**src/rtl/rtg_pkg.sv**
```systemverilog
// Shared widths and types for the raster timing generator.
// Assumes: the defaults below describe the standard 8/7/5/14-bit geometry.
package rtg_pkg;
    localparam int RTG_H_W    = 8;   // character counter width
    localparam int RTG_ROW_W  = 7;   // character row counter width
    localparam int RTG_LINE_W = 5;   // scan line counter width
    localparam int RTG_ADDR_W = 14;  // refresh address width
    localparam int RTG_COL_W  = 8;   // column field width in row/column mode
    localparam int RTG_SW_W   = 4;   // width of each sync-width field

    // Line-level events produced by the vertical counter.
    typedef struct packed {
        logic line_end;   // last character of a scan line
        logic row_end;    // last scan line of a character row
        logic frame_end;  // last scan line of the frame
    } rtg_step_t;
endpackage

```
**src/rtl/rtg_hcount.sv**
```systemverilog
// Horizontal character counter with horizontal sync and active-window decode.
// Assumes: run is 1 from the first clock after reset release; hsync_width of
// zero produces no pulse; the counter wraps only on equality with htotal.
module rtg_hcount #(
    parameter int H_W  = 8,
    parameter int SW_W = 4
) (
    input  logic            clk,
    input  logic            rst_n,
    input  logic            run,
    input  logic [H_W-1:0]  htotal,
    input  logic [H_W-1:0]  hdisp,
    input  logic [H_W-1:0]  hsync_pos,
    input  logic [SW_W-1:0] hsync_width,
    output logic [H_W-1:0]  hc,
    output logic            line_end,
    output logic            h_active,
    output logic            hs
);
    logic [H_W:0] hs_stop;

    // Character position: steps each clock, wraps after htotal.
    always_ff @(posedge clk) begin
        if (!rst_n)
            hc <= '0;
        else if (run)
            hc <= (hc == htotal) ? '0 : hc + 1'b1;
    end

    assign line_end = run && (hc == htotal);
    assign h_active = (hc < hdisp);

    // Sync window [hsync_pos, hsync_pos + width), computed one bit wider.
    assign hs_stop = {1'b0, hsync_pos} + (H_W+1)'(hsync_width);
    assign hs      = ({1'b0, hc} >= {1'b0, hsync_pos}) && ({1'b0, hc} < hs_stop);


    hc_step_chk: assert property (@(posedge clk) disable iff (!rst_n)
        (run && !line_end) |=> (hc == $past(hc) + 1'b1));


    hc_wrap_chk: assert property (@(posedge clk) disable iff (!rst_n)
        line_end |=> (hc == '0));
endmodule

```
**src/rtl/rtg_vcount.sv**
```systemverilog
// Vertical counters: scan line within row, character row, extra adjust lines,
// and the vertical sync line counter.
// Assumes: advances only on line_end; adjust lines hold the row at its last
// value; a vertical sync width of zero means 2**SW_W lines.
module rtg_vcount import rtg_pkg::*; #(
    parameter int ROW_W  = 7,
    parameter int LINE_W = 5,
    parameter int SW_W   = 4
) (
    input  logic              clk,
    input  logic              rst_n,
    input  logic              line_end,
    input  logic [ROW_W-1:0]  vtotal,
    input  logic [LINE_W-1:0] vadjust,
    input  logic [ROW_W-1:0]  vdisp,
    input  logic [ROW_W-1:0]  vsync_pos,
    input  logic [LINE_W-1:0] max_scan,
    input  logic [SW_W-1:0]   vsync_width,
    output logic [LINE_W-1:0] scan_line,
    output logic [ROW_W-1:0]  row,
    output logic              in_adjust,
    output logic              v_active,
    output logic              vs,
    output rtg_step_t         step
);
    logic [LINE_W-1:0] nxt_line;
    logic [ROW_W-1:0]  nxt_row;
    logic              nxt_adj;
    logic              row_done;
    logic              frame_done;
    logic              vs_begin;
    logic [SW_W-1:0]   vs_left;
    logic [SW_W-1:0]   vs_load;

    // Candidate position for the next scan line, with row and frame events.
    always_comb begin
        nxt_line   = scan_line + 1'b1;
        nxt_row    = row;
        nxt_adj    = in_adjust;
        row_done   = 1'b0;
        frame_done = 1'b0;
        if (in_adjust) begin
            if (scan_line == vadjust - 1'b1) begin
                frame_done = 1'b1;
                nxt_line   = '0;
                nxt_row    = '0;
                nxt_adj    = 1'b0;
            end
        end else if (scan_line == max_scan) begin
            row_done = 1'b1;
            nxt_line = '0;
            if (row == vtotal) begin
                if (vadjust == '0) begin
                    frame_done = 1'b1;
                    nxt_row    = '0;
                end else begin
                    nxt_adj = 1'b1;
                end
            end else begin
                nxt_row = row + 1'b1;
            end
        end
    end

    assign vs_begin = (nxt_row == vsync_pos) && (nxt_line == '0) && !nxt_adj;
    assign vs_load  = (vsync_width == '0) ? {SW_W{1'b1}} : vsync_width - 1'b1;

    // Position registers: load the candidate position at each line end.
    always_ff @(posedge clk) begin
        if (!rst_n) begin
            scan_line <= '0;
            row       <= '0;
            in_adjust <= 1'b0;
        end else if (line_end) begin
            scan_line <= nxt_line;
            row       <= nxt_row;
            in_adjust <= nxt_adj;
        end
    end

    // Vertical sync: start on the chosen row's first line, count lines down.
    always_ff @(posedge clk) begin
        if (!rst_n) begin
            vs      <= (vsync_pos == '0);
            vs_left <= vs_load;
        end else if (line_end) begin
            if (vs_begin) begin
                vs      <= 1'b1;
                vs_left <= vs_load;
            end else if (vs) begin
                if (vs_left == '0)
                    vs <= 1'b0;
                else
                    vs_left <= vs_left - 1'b1;
            end
        end
    end

    assign v_active       = !in_adjust && (row < vdisp);
    assign step.line_end  = line_end;
    assign step.row_end   = line_end && row_done;
    assign step.frame_end = line_end && frame_done;


    vs_start_chk: assert property (@(posedge clk) disable iff (!rst_n)
        $rose(vs) |-> (scan_line == '0 && !in_adjust && row == vsync_pos));


    frame_restart_chk: assert property (@(posedge clk) disable iff (!rst_n)
        step.frame_end |=> (scan_line == '0 && row == '0 && !in_adjust));
endmodule

```
**src/rtl/rtg_addr.sv**
```systemverilog
// Refresh address generator: a linear row-base accumulator plus a row index
// for packed row/column addressing.
// Assumes: the row base latches start_addr at frame start; row/column mode
// adds the live start address field by field, each field wrapping.
module rtg_addr import rtg_pkg::*; #(
    parameter int ADDR_W = 14,
    parameter int COL_W  = 8,
    parameter int H_W    = 8
) (
    input  logic              clk,
    input  logic              rst_n,
    input  logic              run,
    input  rtg_step_t         step,
    input  logic [ADDR_W-1:0] start_addr,
    input  logic [H_W-1:0]    hdisp,
    input  logic [H_W-1:0]    hc,
    input  logic              rowcol,
    output logic [ADDR_W-1:0] addr
);
    localparam int RF_W = ADDR_W - COL_W;

    logic [ADDR_W-1:0] row_base;
    logic [RF_W-1:0]   row_idx;
    logic [ADDR_W-1:0] addr_lin;
    logic [ADDR_W-1:0] addr_rc;

    // Row start: reload at frame end, advance by the visible count per row.
    always_ff @(posedge clk) begin
        if (!rst_n) begin
            row_base <= start_addr;
            row_idx  <= '0;
        end else if (step.frame_end) begin
            row_base <= start_addr;
            row_idx  <= '0;
        end else if (step.row_end) begin
            row_base <= row_base + ADDR_W'(hdisp);
            row_idx  <= row_idx + 1'b1;
        end
    end

    assign addr_lin = row_base + ADDR_W'(hc);
    assign addr_rc  = {start_addr[ADDR_W-1:COL_W] + row_idx,
                       start_addr[COL_W-1:0] + COL_W'(hc)};
    assign addr     = rowcol ? addr_rc : addr_lin;


    lin_step_chk: assert property (@(posedge clk) disable iff (!rst_n)
        (run && !step.line_end) |=> (addr_lin == $past(addr_lin) + 1'b1));
endmodule

```
**src/rtl/raster_timing_gen.sv**
```systemverilog
// Top level of the character raster timing generator. Ties the horizontal,
// vertical and address sections together, applies the optional enable skew
// and holds every output low while reset is asserted.
// Assumes: synchronous active-low reset; geometry inputs are sampled live.
module raster_timing_gen import rtg_pkg::*; #(
    parameter int H_W    = RTG_H_W,
    parameter int ROW_W  = RTG_ROW_W,
    parameter int LINE_W = RTG_LINE_W,
    parameter int ADDR_W = RTG_ADDR_W,
    parameter int COL_W  = RTG_COL_W,
    parameter int SW_W   = RTG_SW_W
) (
    input  logic              clk,
    input  logic              rst_n,
    input  logic [H_W-1:0]    htotal,
    input  logic [H_W-1:0]    hdisp,
    input  logic [H_W-1:0]    hsync_pos,
    input  logic [2*SW_W-1:0] sync_widths,
    input  logic [ROW_W-1:0]  vtotal,
    input  logic [LINE_W-1:0] vadjust,
    input  logic [ROW_W-1:0]  vdisp,
    input  logic [ROW_W-1:0]  vsync_pos,
    input  logic [LINE_W-1:0] max_scan,
    input  logic [ADDR_W-1:0] start_addr,
    input  logic              rowcol_mode,
    input  logic              de_skew,
    output logic              hsync,
    output logic              vsync,
    output logic              disp_en,
    output logic              vblank,
    output logic              frame_tick,
    output logic [ADDR_W-1:0] mem_addr,
    output logic [LINE_W-1:0] raster_addr
);
    logic              run;
    logic [H_W-1:0]    hc;
    logic              line_end;
    logic              h_active;
    logic              hs;
    logic [LINE_W-1:0] scan_line;
    logic [ROW_W-1:0]  row;
    logic              in_adjust;
    logic              v_active;
    logic              vs;
    rtg_step_t         step;
    logic [ADDR_W-1:0] addr;
    logic              de_now;
    logic              de_late;

    // Scan enable: low in reset, high from the first clock after release.
    always_ff @(posedge clk) begin
        if (!rst_n)
            run <= 1'b0;
        else
            run <= 1'b1;
    end

    rtg_hcount #(.H_W(H_W), .SW_W(SW_W)) u_h (
        .clk         (clk),
        .rst_n       (rst_n),
        .run         (run),
        .htotal      (htotal),
        .hdisp       (hdisp),
        .hsync_pos   (hsync_pos),
        .hsync_width (sync_widths[SW_W-1:0]),
        .hc          (hc),
        .line_end    (line_end),
        .h_active    (h_active),
        .hs          (hs)
    );

    rtg_vcount #(.ROW_W(ROW_W), .LINE_W(LINE_W), .SW_W(SW_W)) u_v (
        .clk         (clk),
        .rst_n       (rst_n),
        .line_end    (line_end),
        .vtotal      (vtotal),
        .vadjust     (vadjust),
        .vdisp       (vdisp),
        .vsync_pos   (vsync_pos),
        .max_scan    (max_scan),
        .vsync_width (sync_widths[2*SW_W-1:SW_W]),
        .scan_line   (scan_line),
        .row         (row),
        .in_adjust   (in_adjust),
        .v_active    (v_active),
        .vs          (vs),
        .step        (step)
    );

    rtg_addr #(.ADDR_W(ADDR_W), .COL_W(COL_W), .H_W(H_W)) u_a (
        .clk        (clk),
        .rst_n      (rst_n),
        .run        (run),
        .step       (step),
        .start_addr (start_addr),
        .hdisp      (hdisp),
        .hc         (hc),
        .rowcol     (rowcol_mode),
        .addr       (addr)
    );

    assign de_now = run && h_active && v_active;

    // Skew stage: holds the previous clock's undelayed enable.
    always_ff @(posedge clk) begin
        if (!rst_n)
            de_late <= 1'b0;
        else
            de_late <= de_now;
    end

    assign disp_en     = de_skew ? de_late : de_now;
    assign hsync       = run && hs;
    assign vsync       = run && vs;
    assign vblank      = run && !v_active;
    assign frame_tick  = run && (hc == '0) && (scan_line == '0) && (row == '0) && !in_adjust;
    assign mem_addr    = run ? addr : '0;
    assign raster_addr = scan_line;


    rst_quiet_chk: assert property (@(posedge clk)
        !rst_n |=> (!hsync && !vsync && !disp_en && !vblank && !frame_tick
                    && mem_addr == '0 && raster_addr == '0));


    de_blank_chk: assert property (@(posedge clk) disable iff (!rst_n)
        (disp_en && !de_skew) |-> !vblank);


    tick_chk: assert property (@(posedge clk) disable iff (!rst_n)
        frame_tick |-> (raster_addr == '0));
endmodule

```
**config.mk**
```make
export PLATFORM = sky130hd
export DESIGN_NAME = raster_timing_gen
export DESIGN_NICKNAME = d
export VERILOG_FILES = /design/src/rtl/rtg_pkg.sv /design/src/rtl/rtg_hcount.sv /design/src/rtl/rtg_vcount.sv /design/src/rtl/rtg_addr.sv /design/src/rtl/raster_timing_gen.sv
export SDC_FILE = /design/constraint.sdc
export NUM_CORES = 1
export LEC_CHECK = 0
export ABC_AREA = 0
export BUFFER_PORTS_ARGS = -buffer_cell sky130_fd_sc_hd__buf_2
export CAP_MARGIN = 20
export CELL_PAD_IN_SITES_DETAIL_PLACEMENT = 1
export CELL_PAD_IN_SITES_GLOBAL_PLACEMENT = 2
export CORE_MARGIN = 4
export CORE_UTILIZATION = 33
export DETAILED_ROUTE_END_ITERATION = 16
export PLACE_DENSITY = 0.87
export SETUP_SLACK_MARGIN = 0.4
export SYNTH_ARGS = -nofsm -noshare
export SYNTH_HDL_FRONTEND = slang
export SYNTH_SLANG_ARGS = --single-unit
```
**constraint.sdc**
```tcl
create_clock -name clk -period 3.72 [get_ports clk]
set_input_delay 0.558 -clock clk [delete_from_list [all_inputs] [get_ports clk]]
set_output_delay 0.558 -clock clk [all_outputs]
set_load 0.05 [all_outputs]
```
### Word level (Yosys, flattened, before mapping)

Index checks and enable logic that the tools add are counted.

* word-level logic and storage cells: 104
* input bits: 81
* bits in registers: 48

* magnitude comparators: 4
* bitwise operators: 1
* muxes and demuxes: 39
* add/sub/neg operators: 12
* reductions and logical operators: 29
* eq/ne operators: 9

Operators with widths (number)
* two-way mux 14 bit: 5
* two-way mux 7 bit: 5
* adder 14 x 8 -> 14 bit: 2
* two-way mux 4 bit: 6
* two-way mux 1 bit: 19
* logical AND 1 bit: 16
* logical NOT 5 bit: 3
* two-way mux 5 bit: 3
* == test 7 bit: 2
* logical NOT 7 bit: 2
* == test 5 bit: 2
* adder 8 x 4 -> 9 bit: 1
* less-than comparator 8 x 9 -> 1 bit: 1
* adder 8 x 1 -> 8 bit, second input constant: 1
* adder 8 bit: 1
* == test 8 bit: 1
* >= comparator 8 bit: 1
* logical NOT 4 bit: 2
* logical NOT 8 bit: 1
* less-than comparator 8 bit: 1
* two-way mux 8 bit: 1
* subtractor 4 x 1 -> 4 bit, second input constant: 2
* adder 7 x 1 -> 7 bit, second input constant: 1
* less-than comparator 7 bit: 1
* 11 further kinds: 14

### Depth between registers and ports, before layout

Gate-level depths: netlist of the first run.

* depth after elaboration: 11
* depth in mapped cells: 12
* mapped depth without buffers: 12

### Hierarchy

Synthesis of the first run repeated with hierarchy kept, for this count alone.

* cells, all modules: 677
* area, all modules: 5629.1 um^2

By module, submodules not included
* rtg_addr: area each 2208.4 um^2, cells each 251, times used 1
* rtg_vcount: area each 2019.4 um^2, cells each 254, times used 1
* rtg_hcount: area each 1172.4 um^2, cells each 140, times used 1
* raster_timing_gen: area each 229.0 um^2, cells each 32, times used 1

### Worst setup path before layout of the first run

OpenSTA, ideal clock, no wires.

* path kind: input to output
* from: in hdisp[1]
* to: out disp_en
* data arrival time: 3559 ps
* stages: 10
* path slack: -397 ps
* path buffers: 0
* cell sequence: inv_1 -> ha_1 -> a21o_1 -> a21o_1 -> a21o_1 -> a21o_1 -> a21o_1 -> a21oi_1 -> nor2b_1 -> o41ai_1

* word-level cells in the longest chain between the ends: 4

Ends and longest elaborated chain
* start: declaration: line raster_timing_gen.sv:16 `input logic [H_W-1:0] hdisp,`
* less-than comparator 8 bit: line rtg_hcount.sv:31 `assign h_active = (hc < hdisp);`
* logical AND 1 bit (2 in series): line raster_timing_gen.sv:102 `assign de_now = run && h_active && v_active;`
* two-way mux 1 bit: line raster_timing_gen.sv:112 `assign disp_en = de_skew ? de_late : de_now;`
* end: declaration: line raster_timing_gen.sv:29 `output logic disp_en,`

No other way between the ends.

### Worst setup path after layout of the first run

* from: in hsync_pos[0]
* to: out hsync

* word-level cells in the longest chain between the ends: 4
* elaborated cells on any way between the ends: 5

Ends and longest elaborated chain
* start: declaration: line raster_timing_gen.sv:17 `input logic [H_W-1:0] hsync_pos,`
* adder 8 x 4 -> 9 bit: line rtg_hcount.sv:34 `assign hs_stop = {1'b0, hsync_pos} + (H_W+1)'(hsync_width);`
* less-than comparator 8 x 9 -> 1 bit: line rtg_hcount.sv:35 `assign hs = ({1'b0, hc} >= {1'b0, hsync_pos}) && ({1'b0, hc} < hs_stop);`
* logical AND 1 bit (*): line rtg_hcount.sv:35
* logical AND 1 bit (*): line raster_timing_gen.sv:113 `assign hsync = run && hs;`
* end: declaration: line raster_timing_gen.sv:27 `output logic hsync,`

Every way passes the cells marked *; elsewhere a longest branch is shown, timed or not.

==> flow_metrics.tcl, run 1 <==
set metrics [dict create \
    status "finished, final reports clean" \
    cp_max_fo 2 \
    clk_pin_slew_ns 0.07 \
    antenna_found_initial 0 \
    cts.sinks 48 \
    finalSetupTns_ns 0 \
    io_pins 105 \
    synth_cells 641 \
    power_density_mw_per_mm2 249 \
    cts_buffers 5 \
    synth_cell_type_count 60 \
    cpPeakStageDelay_ns 0.50 \
    crit_top_cell "a21o_1" \
    use_met2 0.329 \
    fin_nets 916 \
    start_util 0.336 \
    synth_edf_count 19 \
    fin_util 0.416 \
    core_mm2 0.0158 \
    ys.flop_type "dfxtp_1" \
    grt_pass1_wl_mm 27.7 \
    p_total_w 0.00163 \
    critPathBufInv 3 \
    fin_crit_ns 3.45 \
    tightest_slew_ns 0.586 \
    ys_seq_elements 48 \
    seq_area_frac_synth 0.218 \
    critical_path.cell_chain "buf_8 > ha_4 > fa_1 > inv_1 > ha_1 > a21o_1 > a21o_1 > a21o_1 > a21oi_2 > nor2b_1 > o21ai_1 > a211oi_2 > a211oi_4 > buf_6" \
    end_kind "output pin" \
    die_w_um 135 \
    max_freq_mhz 290 \
    rsz0062_at_grt "yes" \
    port_buffers 104 \
    p_leak_nw 3.04 \
    cp-start-kind "input port" \
    grt_usage 0.188 \
    die_y_um 135 \
    gp_congestion 0.846 \
    report.final.slew_viol_count 0 \
    first_global_vias 5574 \
    diodes 0 \
    timing.final.crit_share 0.927 \
    via_per_inst 5.18 \
    synth_fp_nets 798 \
    hold_path.class "input port to register" \
    drt-initial-drc-count 186 \
    crit_family "compound AO/OA/AOI/OAI gates" \
    netlist_area_mm2 0.00529 \
    cts_tree "built" \
    dp_hpwl_mm 13.5 \
    vias 5054 \
    met1_usage 0.245 \
    slew_headroom 0.609 \
    clock_latency_ns 0.30 \
    globalRouteMet3Util 0.0265 \
    drive_gt1_frac 0.246 \
    firstDrtPassIters 4 \
    cp_slowest_cell "fa_1" \
    place_inst 958 \
    clockBufferDepth 2 \
    core.rowCount 46 \
    synthToLayoutAreaGrowth_pct 23.9 \
    ctsHoldBuffers 0 \
    drv_cap 0 \
    yosys_warnings 0 \
    crit_required_ns 3.16 \
    critical_path_arrival_ns 2.89 \
    setup_violations 0 \
    grt_busiest_layer "met2" \
    ant_nets 0 \
    syn_avg_cell_area_um2 8.25 \
    drc 0 \
    root_buffer "clkbuf_16" \
    wl_mm 16.7 \
    die_area_mm2 0.0181 \
    cts-htree-levels 2 \
    final-instance-count-excl-fill 976 \
    ys_async_sr_fraction 0 \
    crit_type "input port to output pin" \
    grt.overflow.total 0 \
    ir_drop_uv 179 \
    final_hold_viol_count 0 \
    wl_per_cell_um 17.1 \
    finalClockSkew_ns 0.00960 \
    grt_max_degree 27 \
]
flip-flops by register name (all words and copies together), names as in the netlist:
signal and cells:
de_late 1, run 1, u_a.row_base 14, u_a.row_idx 6, u_h.hc 8, u_v.in_adjust 1
u_v.row 7, u_v.scan_line 5, u_v.vs 1, u_v.vs_left 4
placed cells by master (no fill, tap or decap), drive strengths merged, types with 21 or more instances in the layout:
master  netlist  final
buf           9    130
ha           71     71
xnor2        57     57
nand2        53     53
inv          51     51
a21oi        51     51
nor2         42     42
o21ai        41     41
dfxtp        29     29
xor2         28     28
a21o         21     21
cells by family after synthesis:
logic type	Yosys count	share of synthesized area
AND/OR/NAND/NOR	193	0.191
AO/OA/AOI/OAI	158	0.191
XOR/XNOR	85	0.141
adder cells (fa/ha/maj)	76	0.187
buffers and inverters	72	0.0544
flip-flops	48	0.218
multiplexers	9	0.0184
path summary, 6_finish.rpt:
kind / cells after the start / to / slack, ns / from
worst min-delay path: 1 / run / 0.50 / rst_n
worst max register to register: 9 / u_v.vs_left[2] / 0.64 / u_v.row[0]
worst max-delay path: 14 / hsync / 0.27 / hsync_pos[0]
worst min register to register: 2 / u_a.row_idx[5] / 0.51 / u_a.row_idx[5]
power by group:
part,total [W],switching [W],internal [W]
Sequential,0.000604,0.0000238,0.000580
Combinational,0.000561,0.000322,0.000240
Clock,0.000468,0.000219,0.000249
through the flow:
| stage | worst slack [ns] | instance area (um2) | hold slack, ns |
|---|---|---|---|
| 6_report | 0.271 | 6560 | 0.504 |
| 2_1_floorplan | 0.258 | 5340 | 0.470 |
| 3_3_place_gp | 0.108 | 6180 | 0.481 |
| 5_1_grt | 0.168 | 6560 | 0.508 |
| 3_5_place_dp | 0.0737 | 6180 | 0.508 |
| 4_1_cts | 0.263 | 6440 | 0.493 |
per-layer routing:
layer / vias to the layer above / share of wire / wire (um)
met5: - / 0 / 0
met4: 0 / 0.014 / 228
met3: 14 / 0.040 / 672
met2: 94 / 0.49 / 8120
met1: 2456 / 0.46 / 7670
li1: 2490 / - / -
Yosys cell counts (15+ instances only):
cell type  number  area share
inv_1          51       0.036
nor2_1         39       0.028
dfxtp_1        29        0.11
nand2_1        53       0.038
edfxtp_1       19        0.11
a21o_1         21       0.030
ha_1           71        0.17
xor2_1         28       0.046
xnor2_1        57       0.094
o21ai_0        38       0.036
a21oi_1        50       0.047
nand3_1        15       0.014
cell type report:
| class | instances | area, um2 |
|---|---|---|
| clock buffer | 5 | 125 |
| clock inverter | 3 | 18.8 |
| fill | 1961 | 9210 |
| inverter | 52 | 195 |
| multi-input combinational | 521 | 3990 |
| sequential | 48 | 1160 |
| tap | 216 | 270 |
| timing repair buffer | 131 | 801 |
repair_timing:
action,in CTS,in global routing
resized for setup,22,29
gates cloned,0,0
pin swaps,8,8
endpoints found under the setup margin,10,15
setup buffers,6,4
Power figures use the tool's default switching activity.
==> run 2, diff against run 1 <==
Settings changed: BUFFER_PORTS_ARGS -buffer_cell sky130_fd_sc_hd__buf_2 to -buffer_cell sky130_fd_sc_hd__buf_4.
==> run 2 against run 1 <==
  * Via count about the same
  * Clock-buffer cell count unchanged
  * Final cell count increased by 0.10%
  * Maximum frequency is essentially flat
  * Sequential share of layout area down 0.75 points
  * Global-route usage hardly changed
  * Non-clock buffer count up 1
  * Clock power rose by 16%
  * Worst hold slack worse by 0.029 ns
  * Highest routed layer unchanged
==> flow_metrics.tcl, run 2 (same netlist as run 1, synthesis figures left out) <==
set metrics [dict create \
    antenna_found_initial 0 \
    grt_max_degree 26 \
    clockBufferDepth 2 \
    start_util 0.336 \
    die_area_mm2 0.0181 \
    status "finished, final reports clean" \
    drt-initial-drc-count 175 \
    firstDrtPassIters 5 \
    tightest_slew_ns 0.552 \
    die_w_um 135 \
    ant_nets 0 \
    drc 0 \
    crit_type "input port to output pin" \
    clk_pin_slew_ns 0.07 \
    power_density_mw_per_mm2 254 \
    cts_tree "built" \
    gp_congestion 0.840 \
    max_freq_mhz 290 \
    final_common_cell "buf_4" \
    cts_buffers 5 \
    top_register "u_a.row_base" \
    root_buffer "clkbuf_16" \
    drive_gt1_frac 0.252 \
    ir_drop_uv 161 \
    synthToLayoutAreaGrowth_pct 29.7 \
    wl_mm 17.0 \
    vias 5059 \
    drv_cap 0 \
    setup_violations 0 \
    first_global_vias 5535 \
    fin_crit_ns 3.45 \
    io_pins 105 \
    port_buffers 104 \
    seqCellArea_mm2 0.00116 \
    critical_path_arrival_ns 2.89 \
    clock_latency_ns 0.30 \
    report.final.slew_viol_count 0 \
    final_hold_viol_count 0 \
    top_regs "u_a.row_base: 14 flops, u_h.hc: 8 flops, u_v.row: 7 flops" \
    end_kind "output pin" \
    final-instance-count-excl-fill 977 \
    cts-htree-levels 2 \
    grt_usage 0.188 \
    rsz0062_at_grt "yes" \
    grt_pass1_wl_mm 27.9 \
    core_mm2 0.0158 \
    num-fill-cells 1921 \
    cp-start-kind "input port" \
    finalClockSkew_ns 0.0102 \
    finalSetupTns_ns 0 \
    grt.overflow.total 0 \
    slew_headroom 0.632 \
    wl_per_cell_um 17.4 \
    timing.final.crit_share 0.927 \
    via_per_inst 5.18 \
    dp_hpwl_mm 13.7 \
    core.rowCount 46 \
    largest_reg_flops 14 \
    p_leak_nw 3.13 \
    hold_path.class "input port to register" \
    die_y_um 135 \
    fin_nets 917 \
    cts.sinks 48 \
    cp_max_fo 2 \
    layout_common_cells "buf_4, ha_1, xnor2_1, nand2_1, inv_1" \
    diodes 0 \
    ctsHoldBuffers 0 \
    crit_required_ns 3.16 \
    multi_input_area_mm2 0.00402 \
    place_inst 960 \
]
==> run 2: where the power goes <==
part	internal, W	switching, W
Clock	0.000320	0.000223
Sequential	0.000579	0.0000247
Combinational	0.000269	0.000325
Total	0.00117	0.000572
==> run 2: metrics by stage <==
stage | utilization | hold WS, ns | power (W) | cell area, um2 | setup WS [ns]
global route | 0.435 | 0.473 | 0.00184 | 6860 | 0.144
floorplan | - | 0.470 | 0.000972 | 5340 | 0.258
global placement | 0.409 | 0.481 | 0.00116 | 6460 | 0.171
CTS | 0.426 | 0.469 | 0.00175 | 6710 | 0.238
detailed placement | 0.409 | 0.505 | 0.00118 | 6460 | 0.0649
finish | 0.435 | 0.476 | 0.00174 | 6860 | 0.270
==> run 2: what timing repair did <==
action                                 4_1_cts  5_1_grt
setup buffers                                4        5
resized for setup                           17       28
endpoints found under the hold margin        0        0
setup endpoints to repair                   14       17
pin swaps                                    8       16
==> run 2: layout make-up <==
cell class,instances,area share
Clock buffer,5,0.0182
Clock inverter,3,0.00675
Inverter,52,0.0284
Multi-Input combinational cell,521,0.585
Sequential cell,48,0.170
Tap cell,216,0.0394
Timing Repair Buffer,132,0.152
==> run 2: path summary, 6_finish.rpt <==
kind	from	to	slack, ns	cells after the start
worst min-delay path	rst_n	run	0.48	1
worst min register to register	u_a.row_idx[5]	u_a.row_idx[5]	0.51	2
worst max-delay path	hsync_pos[0]	hsync	0.27	14
worst max register to register	u_v.row[6]	u_v.vs_left[2]	0.56	9
==> run 2: critical path: stages <==
cell	delay [ns]
buf_8	0.10
ha_4	0.15
fa_1	0.48
inv_1	0.05
ha_1	0.27
a21o_1	0.18
a21o_1	0.15
a21o_1	0.16
a21oi_2	0.12
nor2b_1	0.05
o21ai_1	0.15
a211oi_2	0.11
a211oi_4	0.17
buf_6	0.19
==> run 2: per-layer routing <==
metal,track usage,part of all wire,vias to the layer above
met5,0,0,-
met1,0.242,0.45,2459
li1,-,-,2487
met3,0.0324,0.045,9
met2,0.337,0.49,104
met4,0.0283,0.0090,0
==> run 3, diff against run 2 <==
Settings changed: CORE_UTILIZATION 33 to 30, MAX_ROUTING_LAYER from default to met4, PLACE_DENSITY 0.87 to 0.84.
Clock period 3.72 ns to 3 ns, I/O delays scaled along.
==> run 3 against run 2 <==
  * The run now ends with negative setup slack left
  * Clock-buffer cell count rose by 1
  * Sequential share of layout area down 1.7 points
  * Core utilization is 1.5 points higher
  * Critical path type is now register to output pin
  * Critical endpoint is now mem_addr[12]
==> flow_metrics.tcl, run 3 (same netlist as run 1, synthesis figures left out) <==
set metrics [dict create \
    status "complete, but fails checks" \
    violations "negative setup slack" \
    start_util 0.306 \
    hold_path.class "input port to register" \
    power_density_mw_per_mm2 301 \
    finalSetupTns_ns -0.931 \
    placed_area_mm2 0.00678 \
    multi_input_area_mm2 0.00448 \
    setup_slack_ns -0.223 \
    diodes 0 \
    final-instance-count-excl-fill 1027 \
    fin_area_mm2 0.00779 \
    critical_path_arrival_ns 2.77 \
    port_buffers 104 \
    place_inst 991 \
    final_common_cell "buf_4" \
    crit_type "register to output pin" \
    dp_hpwl_mm 14.2 \
    vias 5224 \
    drive_gt1_frac 0.387 \
    core.rowCount 48 \
    top_register "u_a.row_base" \
    grt_usage 0.182 \
    clock_latency_ns 0.29 \
    grt_pass1_wl_mm 28.9 \
    io_pins 105 \
    slew_headroom 0.656 \
    drv_cap 0 \
    grt_max_degree 26 \
    wl_mm 18.5 \
    wl_per_cell_um 18.0 \
    largest_reg_flops 14 \
    fin_util 0.450 \
    via_per_inst 5.09 \
    synthToLayoutAreaGrowth_pct 47.2 \
    setup_violations 7 \
    report.final.slew_viol_count 0 \
    seqCellArea_mm2 0.00119 \
    clockBufferDepth 2 \
    cp-start-kind "register" \
    layout_common_cells "buf_4, ha_1, nand2_1, inv_1, xnor2_1" \
    num-fill-cells 1997 \
    ant_nets 0 \
    cp_max_fo 5 \
    core_mm2 0.0173 \
    die_y_um 141 \
    drt-initial-drc-count 147 \
    ctsHoldBuffers 0 \
    gp_congestion 0.855 \
    cts_tree "built" \
    fin_nets 958 \
    die_area_mm2 0.0198 \
    timing.final.crit_share 1.07 \
    end_kind "output pin" \
    place_ws_ns -0.395 \
    tightest_slew_ns 0.515 \
    drc 0 \
    final_hold_viol_count 0 \
    fin_crit_ns 3.22 \
    antenna_found_initial 0 \
    ir_drop_uv 246 \
    cts-htree-levels 2 \
    max_freq_mhz 310 \
    finalClockSkew_ns 0.00930 \
    grt.overflow.total 0 \
    crit_required_ns 2.55 \
    cts.sinks 48 \
    rsz0062_at_grt "yes" \
    clk_pin_slew_ns 0.07 \
    die_w_um 141 \
    top_regs "u_a.row_base: 14 flops, u_h.hc: 8 flops, u_v.row: 7 flops" \
    root_buffer "clkbuf_16" \
    firstDrtPassIters 4 \
    p_leak_nw 3.51 \
    first_global_vias 5829 \
    cts_buffers 5 \
]
## run 3: changes by cell type in the layout (fill, tap and decap cells not counted), moves of 7 or more
cell     previous run  this run
xnor2_1            57        46
a21oi_1            38        29
ha_4                3        10
a21oi_2            13        20
xnor2_2             0        11
dfxtp_1            23        15
o21ai_0            32        24
buf_4             121       143
buf_6               9        25
## run 3: per-stage QoR
stage	hold slack, ns	power, W
after floorplan	0.470	0.00123
after global placement	0.484	0.00146
after detailed placement	0.535	0.00150
after CTS	0.375	0.00229
after global routing	0.377	0.00248
final	0.369	0.00235
## run 3: report_power, final
group	switching [W]	internal, W	leakage, nW	total (W)
combinational	0.000461	0.000423	2.99	0.000884
clock	0.000264	0.000448	0.0926	0.000712
sequential	0.0000376	0.000715	0.432	0.000753
total	0.000763	0.00159	3.51	0.00235
## run 3: path summary, 6_finish.rpt
kind,from,to,slack (ns),depth (start not counted)
max reg2reg,u_v.row[3],u_v.vs_left[2],0.21,9
min,rst_n,run,0.37,1
min reg2reg,u_a.row_idx[5],u_a.row_idx[5],0.55,2
max,u_a.row_base[0],mem_addr[12],-0.22,12
## run 3: area by class of cell
class,instances,area share
Timing Repair Buffer,173,0.185
Multi-Input combinational cell,521,0.575
Sequential cell,48,0.152
Clock inverter,2,0.00498
Inverter,52,0.0279
Tap cell,225,0.0361
Clock buffer,6,0.0193
## run 3: repair_timing
item	4_1_cts	5_1_grt
setup buffers	18	10
setup endpoints to repair	26	31
pin swaps	51	41
gates resized for setup	79	60
## run 3: critical path, cell delays in order, from the launching register on
cell and delay (ns):
edfxtp_1 0.45, ha_4 0.20, fa_2 0.35, a21o_1 0.18, a21oi_2 0.17, o21bai_2 0.10
a21oi_2 0.15, o21bai_1 0.09, a21oi_2 0.14, buf_6 0.15, nor3_2 0.05, o311a_4 0.31
buf_6 0.15
## run 3: metal layers
metal	part of all wire	routed length (um)	vias up	GRT usage
met5	0	0	-	-
li1	-	-	2562	-
met4	0.017	315	0	0.0398
met3	0.028	521	22	0.0187
met1	0.41	7580	2549	0.208
met2	0.54	10000	91	0.341
